==> src/rtl/mdio_pkg.sv <==
package mdio_pkg;

  // register byte offsets (software-visible map)
  localparam logic [7:0] OFS_MODE = 8'h40;
  localparam logic [7:0] OFS_ADDR = 8'h44;
  localparam logic [7:0] OFS_WDAT = 8'h48;
  localparam logic [7:0] OFS_RDAT = 8'h4C;
  localparam logic [7:0] OFS_CMD  = 8'h50;

  // field positions
  localparam int CMD_GO_BIT   = 8;
  localparam int CMD_BUSY_BIT = 16;
  localparam int MODE_LF_BIT  = 8;
  localparam int PHY_LSB      = 8;
  localparam int FLD_W        = 5;
  localparam int PAYLOAD_W    = 16;

  typedef enum logic {
    OP_READ  = 1'b0,
    OP_WRITE = 1'b1
  } op_e;

  typedef struct packed {
    logic [FLD_W-1:0]     phy;
    logic [FLD_W-1:0]     regn;
    logic [PAYLOAD_W-1:0] wdata;
    op_e                  op;
  } xfer_t;

endpackage

==> src/rtl/mdio_mdc_gen.sv <==
module mdio_mdc_gen #(
  parameter int DIV = 16
) (
  input  logic clk,
  input  logic rst,
  input  logic en,
  output logic mdc,
  output logic rise_stb,
  output logic fall_stb
);

  localparam int HALF = DIV / 2;
  localparam int CW   = (HALF > 1) ? $clog2(HALF) : 1;

  logic [CW-1:0] cnt;
  logic          wrap;

  assign wrap     = en && (cnt == CW'(HALF - 1));
  assign rise_stb = wrap && !mdc;
  assign fall_stb = wrap && mdc;

  always_ff @(posedge clk) begin
    if (rst || !en) begin
      cnt <= '0;
      mdc <= 1'b0;
    end else if (wrap) begin
      cnt <= '0;
      mdc <= ~mdc;
    end else begin
      cnt <= cnt + 1'b1;
    end
  end

endmodule

==> src/rtl/mdio_frame_engine.sv <==
module mdio_frame_engine
  import mdio_pkg::*;
#(
  parameter int PREAMBLE = 32
) (
  input  logic                        clk,
  input  logic                        rst,
  input  logic                        launch,
  input  xfer_t                       xfer,
  input  logic                        rise_stb,
  input  logic                        fall_stb,
  input  logic                        mdio_i,
  output logic                        busy,
  output logic                        is_read,
  output logic [$clog2(PREAMBLE+32)-1:0] bit_idx,
  output logic                        mdio_o,
  output logic                        mdio_oe,
  output logic                        rd_load,
  output logic [PAYLOAD_W-1:0]        rd_value
);

  localparam int FRAME_BITS = PREAMBLE + 32;
  localparam int BIDX_W     = $clog2(FRAME_BITS);
  localparam int DATA_FIRST = FRAME_BITS - PAYLOAD_W;
  localparam int REL_FIRST  = DATA_FIRST - 2;

  logic [FRAME_BITS-1:0] sh_q, oe_q;
  logic [FRAME_BITS-1:0] frame_bits, frame_oe;
  logic [PAYLOAD_W-1:0]  cap_q;
  logic                  last_bit;
  logic                  rd_op;

  assign rd_op = (xfer.op == OP_READ);

  always_comb begin
    frame_bits = {{PREAMBLE{1'b1}}, 2'b01,
                  rd_op ? 2'b10 : 2'b01,
                  xfer.phy, xfer.regn,
                  rd_op ? 2'b00 : 2'b10,
                  rd_op ? {PAYLOAD_W{1'b0}} : xfer.wdata};
    frame_oe   = rd_op ? {{REL_FIRST{1'b1}}, {(FRAME_BITS-REL_FIRST){1'b0}}}
                       : {FRAME_BITS{1'b1}};
  end

  assign last_bit = (bit_idx == BIDX_W'(FRAME_BITS - 1));
  assign rd_load  = busy && fall_stb && last_bit && is_read;
  assign rd_value = cap_q;
  assign mdio_o   = sh_q[FRAME_BITS-1];
  assign mdio_oe  = oe_q[FRAME_BITS-1];

  always_ff @(posedge clk) begin
    if (rst) begin
      busy    <= 1'b0;
      is_read <= 1'b0;
      bit_idx <= '0;
      sh_q    <= '0;
      oe_q    <= '0;
      cap_q   <= '0;
    end else if (launch) begin
      busy    <= 1'b1;
      is_read <= rd_op;
      bit_idx <= '0;
      sh_q    <= frame_bits;
      oe_q    <= frame_oe;
    end else if (busy) begin
      if (rise_stb && is_read && (bit_idx >= BIDX_W'(DATA_FIRST)))
        cap_q <= {cap_q[PAYLOAD_W-2:0], mdio_i};
      if (fall_stb) begin
        if (last_bit) begin
          busy    <= 1'b0;
          bit_idx <= '0;
          sh_q    <= '0;
          oe_q    <= '0;
        end else begin
          bit_idx <= bit_idx + 1'b1;
          sh_q    <= {sh_q[FRAME_BITS-2:0], 1'b0};
          oe_q    <= {oe_q[FRAME_BITS-2:0], 1'b0};
        end
      end
    end
  end

endmodule

==> src/rtl/mdio_regs.sv <==
module mdio_regs
  import mdio_pkg::*;
#(
  parameter int ADDR_W = 8,
  parameter int DATA_W = 32
) (
  input  logic                 clk,
  input  logic                 rst,
  input  logic [ADDR_W-1:0]    bus_addr,
  input  logic                 bus_we,
  input  logic [DATA_W-1:0]    bus_wdata,
  output logic [DATA_W-1:0]    bus_rdata,
  input  logic                 busy,
  input  logic                 rd_load,
  input  logic [PAYLOAD_W-1:0] rd_value,
  output logic                 launch,
  output xfer_t                xfer
);

  logic                 lf_sel_q;
  logic [FLD_W-1:0]     phy_q, regn_q;
  logic [PAYLOAD_W-1:0] wdat_q, rdat_q;
  op_e                  op_q;
  logic                 hit_mode, hit_addr, hit_wdat, hit_cmd;
  logic [DATA_W-1:0]    rd_mux;

  assign hit_mode = bus_we && (bus_addr == ADDR_W'(OFS_MODE));
  assign hit_addr = bus_we && (bus_addr == ADDR_W'(OFS_ADDR));
  assign hit_wdat = bus_we && (bus_addr == ADDR_W'(OFS_WDAT));
  assign hit_cmd  = bus_we && (bus_addr == ADDR_W'(OFS_CMD));

  assign launch = hit_cmd && bus_wdata[CMD_GO_BIT] && !busy;
  assign xfer   = '{phy: phy_q, regn: regn_q, wdata: wdat_q,
                    op: op_e'(bus_wdata[0])};

  always_ff @(posedge clk) begin
    if (rst) begin
      lf_sel_q <= 1'b0;
      phy_q    <= '0;
      regn_q   <= '0;
      wdat_q   <= '0;
      rdat_q   <= '0;
      op_q     <= OP_READ;
    end else begin
      if (hit_mode) lf_sel_q <= bus_wdata[MODE_LF_BIT];
      if (hit_addr) begin
        phy_q  <= bus_wdata[PHY_LSB +: FLD_W];
        regn_q <= bus_wdata[FLD_W-1:0];
      end
      if (hit_wdat) wdat_q <= bus_wdata[PAYLOAD_W-1:0];
      if (launch)   op_q   <= op_e'(bus_wdata[0]);
      if (rd_load)  rdat_q <= rd_value;
    end
  end

  always_comb begin
    rd_mux = '0;
    case (bus_addr)
      ADDR_W'(OFS_MODE): rd_mux[MODE_LF_BIT] = lf_sel_q;
      ADDR_W'(OFS_ADDR): begin
        rd_mux[PHY_LSB +: FLD_W] = phy_q;
        rd_mux[FLD_W-1:0]        = regn_q;
      end
      ADDR_W'(OFS_WDAT): rd_mux[PAYLOAD_W-1:0] = wdat_q;
      ADDR_W'(OFS_RDAT): rd_mux[PAYLOAD_W-1:0] = rdat_q;
      ADDR_W'(OFS_CMD): begin
        rd_mux[CMD_BUSY_BIT] = busy;
        rd_mux[0]            = op_q;
      end
      default: rd_mux = '0;
    endcase
  end

  always_ff @(posedge clk) begin
    if (rst) bus_rdata <= '0;
    else     bus_rdata <= rd_mux;
  end

endmodule

==> src/rtl/mdio_mgmt_master.sv <==
module mdio_mgmt_master
  import mdio_pkg::*;
#(
  parameter int ADDR_W   = 8,
  parameter int DATA_W   = 32,
  parameter int MDC_DIV  = 16,
  parameter int PREAMBLE = 32
) (
  input  logic              clk,
  input  logic              rst,
  input  logic [ADDR_W-1:0] bus_addr,
  input  logic              bus_we,
  input  logic [DATA_W-1:0] bus_wdata,
  output logic [DATA_W-1:0] bus_rdata,
  output logic              mdc,
  output logic              mdio_o,
  output logic              mdio_oe,
  input  logic              mdio_i
);

  localparam int FRAME_BITS = PREAMBLE + 32;
  localparam int BIDX_W     = $clog2(FRAME_BITS);

  logic                 launch, busy, is_read, rd_load;
  logic                 rise_stb, fall_stb;
  logic [BIDX_W-1:0]    bit_idx;
  logic [PAYLOAD_W-1:0] rd_value;
  xfer_t                xfer;

  mdio_regs #(.ADDR_W(ADDR_W), .DATA_W(DATA_W)) u_regs (
    .clk(clk), .rst(rst), .bus_addr(bus_addr), .bus_we(bus_we),
    .bus_wdata(bus_wdata), .bus_rdata(bus_rdata), .busy(busy),
    .rd_load(rd_load), .rd_value(rd_value), .launch(launch), .xfer(xfer)
  );

  mdio_mdc_gen #(.DIV(MDC_DIV)) u_mdc (
    .clk(clk), .rst(rst), .en(busy), .mdc(mdc),
    .rise_stb(rise_stb), .fall_stb(fall_stb)
  );

  mdio_frame_engine #(.PREAMBLE(PREAMBLE)) u_frame (
    .clk(clk), .rst(rst), .launch(launch), .xfer(xfer),
    .rise_stb(rise_stb), .fall_stb(fall_stb), .mdio_i(mdio_i),
    .busy(busy), .is_read(is_read), .bit_idx(bit_idx),
    .mdio_o(mdio_o), .mdio_oe(mdio_oe),
    .rd_load(rd_load), .rd_value(rd_value)
  );

endmodule

==> config.mk <==
export PLATFORM = sky130hd
export DESIGN_NAME = mdio_mgmt_master
export DESIGN_NICKNAME = d
export VERILOG_FILES = /design/src/rtl/mdio_pkg.sv /design/src/rtl/mdio_mdc_gen.sv /design/src/rtl/mdio_frame_engine.sv /design/src/rtl/mdio_regs.sv /design/src/rtl/mdio_mgmt_master.sv
export SDC_FILE = /design/constraint.sdc
export NUM_CORES = 1
export LEC_CHECK = 0
export ABC_CLOCK_PERIOD_IN_PS = 5500
export BUFFER_PORTS_ARGS = -buffer_cell sky130_fd_sc_hd__buf_2
export CELL_PAD_IN_SITES_DETAIL_PLACEMENT = 1
export CELL_PAD_IN_SITES_GLOBAL_PLACEMENT = 1
export CORE_MARGIN = 2
export CORE_UTILIZATION = 25
export CTS_CLUSTER_SIZE = 12
export DETAILED_ROUTE_END_ITERATION = 16
export PLACE_DENSITY = 0.51
export SYNTH_ARGS = -nofsm -noshare
export SYNTH_HDL_FRONTEND = slang
export SYNTH_SLANG_ARGS = --single-unit
==> constraint.sdc <==
create_clock -name clk -period 5.5 [get_ports clk]
set_clock_uncertainty 0.2 [all_clocks]
set_input_delay 0.55 -clock clk [delete_from_list [all_inputs] [get_ports clk]]
set_output_delay 0.55 -clock clk [all_outputs]
set_load 0.005 [all_outputs]
Word level (Yosys, flattened, before mapping)
Cells that the tools add are included.
Operators by class
  bitwise gates (word level): 4
  add/sub/neg operators: 2
  multiply operators: 0
  shifts and indexed selects: 0
  reduce and logical (&&, ||, !) cells: 25
  mux-type cells: 23
  divide/modulo/power cells: 0
  magnitude comparators: 1
  equality and inequality tests: 7
Operators with widths (number)
  64-bit two-way mux: 8
  8-bit by 7-bit equality test with 1-bit output (second input constant): 5
  4-bit one-hot mux with 3 select lines: 2
  18-bit two-way mux: 1
  16-bit two-way mux: 1
  1-bit logical AND: 14
  3-bit one-hot mux with 2 select lines: 2
  1-bit one-hot mux with 4 select lines: 2
  6-bit by 1-bit adder with 6-bit output (second input constant): 1
  6-bit equality test (second input constant): 1
  6-bit greater-or-equal comparator (second input constant): 1
  6-bit two-way mux: 1
  2-bit OR reduction: 3
  1-bit two-way mux: 4
  2-bit two-way mux: 2
  1-bit inverter: 4
  2-bit AND reduction: 2
  2-bit nonzero test: 2
  3-bit by 1-bit adder with 3-bit output (second input constant): 1
  3-bit equality test (second input constant): 1
  3-bit AND reduction: 1
  1-bit logical NOT: 2
  1-bit logical OR: 1
Storage, ports and cells
  bits in writable memories: 0
  register bits after elaboration: 232
  memories kept: 0
  latch bits: 0
  memory bits (read-only): 0

Depth between registers and ports, before layout
  depth after elaboration: 6
  depth in mapped cells: 8

Modules after synthesis
A second synthesis with hierarchy kept.
Second synthesis, totals
  cell total of the unflattened synthesis: 1026
  area total of the unflattened synthesis: 9270.1 um^2
By module, submodules not included
  mdio_frame_engine: instances 1, area an instance 6429.9 um^2, cells an instance 751, sequential area each 3042.9 um^2
  mdio_regs: instances 1, area an instance 2667.6 um^2, cells an instance 260, sequential area each 1221.2 um^2
  mdio_mdc_gen: instances 1, area an instance 172.7 um^2, cells an instance 15, sequential area each 80.1 um^2

Worst setup path after synthesis
OpenSTA, ideal clock, no wires.
  kind: reg-to-reg
  from: reg u_mdc.cnt[0]
  to: reg u_regs.rdat_q[10]
  setup slack: 3376 ps
  path buffers: 2
  data required time: 5172 ps
  arrival: 1797 ps
  stages on the path, launching flop included: 9
  path through: dfxtp_1 > ha_1 > ha_1 > and3_1 > buf_2 > nand4_2 > buf_2 > mux2i_1 > nor2_1
On the way
  cells in the longest elaborated chain, start to end: 6
RTL lines
  start, declared: RTL line mdio_mdc_gen.sv:15  | logic [CW-1:0] cnt;
  start signal, assigned: RTL line mdio_mdc_gen.sv:30  | cnt <= cnt + 1'b1;
  3-bit equality test: RTL line mdio_mdc_gen.sv:18  | assign wrap = en && (cnt == CW'(HALF - 1));
  1-bit logical AND: RTL line mdio_mdc_gen.sv:18
  1-bit logical AND: RTL line mdio_mdc_gen.sv:20  | assign fall_stb = wrap && mdc;
  1-bit logical AND (3 in a row): RTL line mdio_frame_engine.sv:46  | assign rd_load = busy && fall_stb && last_bit && is_read;
  end signal, assigned: RTL line mdio_regs.sv:52  | if (rd_load) rdat_q <= rd_value;
  end, declared: RTL line mdio_regs.sv:22  | logic [PAYLOAD_W-1:0] wdat_q, rdat_q;
No other way between the ends.
A chain may end at the register's enable or synchronous reset.

Final worst setup path
  from: reg u_mdc.cnt[0]
  to: reg u_frame.sh_q[48]
On the way
  cells in the longest elaborated chain, start to end: 5
RTL lines
  3-bit equality test: RTL line mdio_mdc_gen.sv:18
  1-bit logical AND: RTL line mdio_mdc_gen.sv:18
  1-bit logical AND: RTL line mdio_mdc_gen.sv:20
  2-bit nonzero test (no source line)
  2-bit AND reduction (no source line)
  end signal, assigned: RTL line mdio_frame_engine.sv:63  | sh_q <= frame_bits;
  end signal, assigned: RTL line mdio_frame_engine.sv:76  | sh_q <= {sh_q[FRAME_BITS-2:0], 1'b0};
  end, declared: RTL line mdio_frame_engine.sv:27  | logic [FRAME_BITS-1:0] sh_q, oe_q;
No other way between the ends.

==> run summary <==
Synth Area in Compound Gates - 14.73%
Grt total ovfl - 0
# rows - 66
Setup ws final - 2.574 ns
Clock slew at reported path FFs - 0.06 ns
Area grow syn2layout - 15.58%
Post-CTS Resized - 0
Maximum VDD drop - 0.2552 mV
Gr usage total - 12.24%
Initial antenna violation count - 0
# diodes - 0
Final TNS setup - 0 ns
Reg power frac - 48.2%
#FFs+latches synth - 217
Clk_lat worst skew - 0.51 ns
Outcome - complete, no violations
DRT iter0 DRCs - 337
Final Hold Viols - 0
Final instance area - 0.009514 mm2
DRT Pass-1 Iters - 4
WS Path Type - flop to flop
Cell Chain, Critical Path - ha_1, ha_1, nand3_4, a21oi_4, buf_12, a221oi_1, nor2_1
Combinational power share - 1.9%
Cell Count, Final, Fillers Out - 1303
I/O pin total - 79
Largest net degree at the start of global routing - 106
Simple-gate share of the synthesized area - 16.57%
Synth cell types - 52
P_int - 2.586 mW
NumNets Final - 895
Worst Max-Slew Pin Slew - 1.102 ns
Vias in the first global route - 6262
Via density - 4.796
CP max stage cell - a21oi_4
Port-buffer cells - 47
Core ar. - 0.03245 mm2
Clock group share of total power - 50.0%
Psw - 0.6820 mW
Vert. Die Dim - 185.5 um
Synth top area cells - dfxtp_1 (53%), a221oi_1 (8.4%), mux2i_1 (8.1%), nor2_1 (7.5%), nand2_1 (2.3%)
RSZ-0062 raised after global routing - no
Synth top area share - 52.77%
Clock sinks - 217
Async SR Flop Fraction - 0%
EDFF count, synth - 0
Cts bufs inserted - 25
Wire length of the first global-routing pass - 34240 um
CP Data Required Time - 5.72 ns
Synthesis Warnings - 0
Sequential cell area - 0.004344 mm2
Gp weighted congestion - 0.7038
Fillers - 3690
Post-route ant nets - 0
Clock root cell - clkbuf_16
Multi-input gate area - 0.003505 mm2
Post-CTS Setup Repair Bufs - 0
Minimum clock period - 2.926 ns
Final Max Tran Viols - 0
Total of max-cap violations - 0
Synthesized cell area - 0.008232 mm2
Most common cell after layout, fill and taps aside - dfxtp_1
Final wirelength - 20840 um
Syn Area/Cell - 9.719 um2
Placed Instances - 1263
XOR/XNOR share of the synthesized area - 0.3192%
Startpoint class of the critical path - flop
Tcrit/Tclk final - 53.21%
H-tree Lvls - 1
HP Class - input pin to flop
Fin util - 29.32%
Max Clk Rate - 341.7 MHz
CTS Buffer Depth - 3
DP Area - 0.008712 mm2
Seq/Total Area, Yosys - 52.77%
DIE AREA - 0.03439 mm2
Via count - 6249
Largest stage delay, worst path - 0.75 ns
Largest family of logic cells by synthesized area - simple AND/OR/NAND/NOR gates
Setup violators final - 0
Sw frac - 20.87%
Initial Util - 25.36%
Mux contribution to synthesized area - 9.515%
Synth Flop Type - dfxtp_1
Syn Inst Count - 847
CTS tree - built
Worst slew margin - 26.55%
Leakage - 3.719 nW
Synth area leader - dfxtp_1
CP Capture Type - flop
Crit-path most repeated cell - ha_1
Post-detailed-placement half-perimeter wirelength - 12250 um
R2R Setup Slk - 2.57 ns
Place WS - 2.080 ns
Layout cells sized above 1 - 12.66%
WP data arrival - 3.15 ns
Max FO, Critical Path - 98
Avg WL per Cell - 15.99 um
Hold buffers post-CTS - 0
Power Density - 343.5 mW/mm2
DIE WIDTH - 185.5 um
Most frequent cells in the layout - dfxtp_1 (217), nor2_1 (164), a221oi_1 (79)
Adder-cell share of the synthesized area - 0.4560%
Drt drc - 0
-- registers in the layout, indices dropped and copies added, names as in the netlist --
signal and cells:
u_regs.bus_rdata 17, u_frame.bit_idx 6, u_frame.is_read 1, u_regs.op_q 1
u_frame.sh_q 64, u_mdc.cnt 3, u_regs.regn_q 5, u_frame.rd_value 16
u_regs.phy_q 5, u_regs.wdat_q 16, u_frame.oe_q 64, u_regs.lf_sel_q 1
u_regs.rdat_q 16, u_frame.busy 1, u_mdc.mdc 1
-- area by class of cell --
class | count | share of cell area [%]
Sequential cell | 217 | 45.66
Multi-Input combinational cell | 548 | 36.84
Clock buffer | 35 | 7.601
Tap cell | 442 | 5.813
Timing Repair Buffer | 53 | 3.143
Clock inverter | 5 | 0.8285
Inverter | 3 | 0.1184
-- worst max-delay path: cells and delay by family (launching register included) --
| kind | cells | cell delay [ns] |
|---|---|---|
| compound gates | 2 | 0.90 |
| fa+ha+maj | 2 | 0.48 |
| buf+inv | 1 | 0.44 |
| flops | 1 | 0.34 |
| simple gates | 2 | 0.42 |
-- power by group through the flow --
stage	Combinational [mW]	Sequential (mW)	Clock, mW
final	0.0611	1.57	1.63
after global routing	0.0683	1.57	1.76
after CTS	0.0630	1.57	1.69
after detailed placement	0.0630	1.61	0
after global placement	0.0628	1.61	0
after floorplan	0.0429	1.61	0
-- cells by family (layout without fill, tap and decap cells) --
group	Yosys count	in the layout
muxes	76	76
and+or+nand+nor	302	302
adders and majority gates	3	3
other	1	15
buffers and inverters	96	96
xor gates and xnor gates	3	3
AOI/OAI and AO/OA	149	149
DFF	217	217
-- path summary, 6_finish.rpt --
kind,from,to,cells after the start
worst max-delay path,u_mdc.cnt[0],u_frame.sh_q[48],7
worst min-delay path,bus_wdata[5],u_regs.wdat_q[5],3
worst max register to register,u_mdc.cnt[0],u_frame.sh_q[48],7
worst min register to register,u_mdc.cnt[0],u_mdc.cnt[0],1
-- per-layer routing --
| layer | global-route usage, % | share of wire [%] | vias to the layer above |
|---|---|---|---|
| met1 | 17.48 | 51 | 3110 |
| met5 | 0 | 0 | - |
| li1 | - | - | 3042 |
| met3 | 2.015 | 3.1 | 25 |
| met4 | 3.079 | 2.0 | 0 |
| met2 | 19.13 | 44 | 72 |
-- through the flow --
stage	total power [mW]	hold WS (ns)
3_5_place_dp	1.671	0.2383
6_report	3.268	0.07626
2_1_floorplan	1.651	0.2072
5_1_grt	3.398	0.07174
3_3_place_gp	1.671	0.2278
4_1_cts	3.331	0.05013
-- cells in the mapped netlist (all sizes together), types with 2 or more instances --
cell and count:
xnor2 2, and2 3, nand2 50, mux2 8, nand3 35, mux2i 67, nor3 6, nor2 166
dfxtp 217, a221o 15, nand4 5, nor4 2, o21ai 3, a221oi 79, inv 3, buf 46
ha 3, clkbuf 47, and4 8, nor2b 10, and3 9, a22oi 10, a21oi 5, a31oi 28
Power figures use the tool's default switching activity.
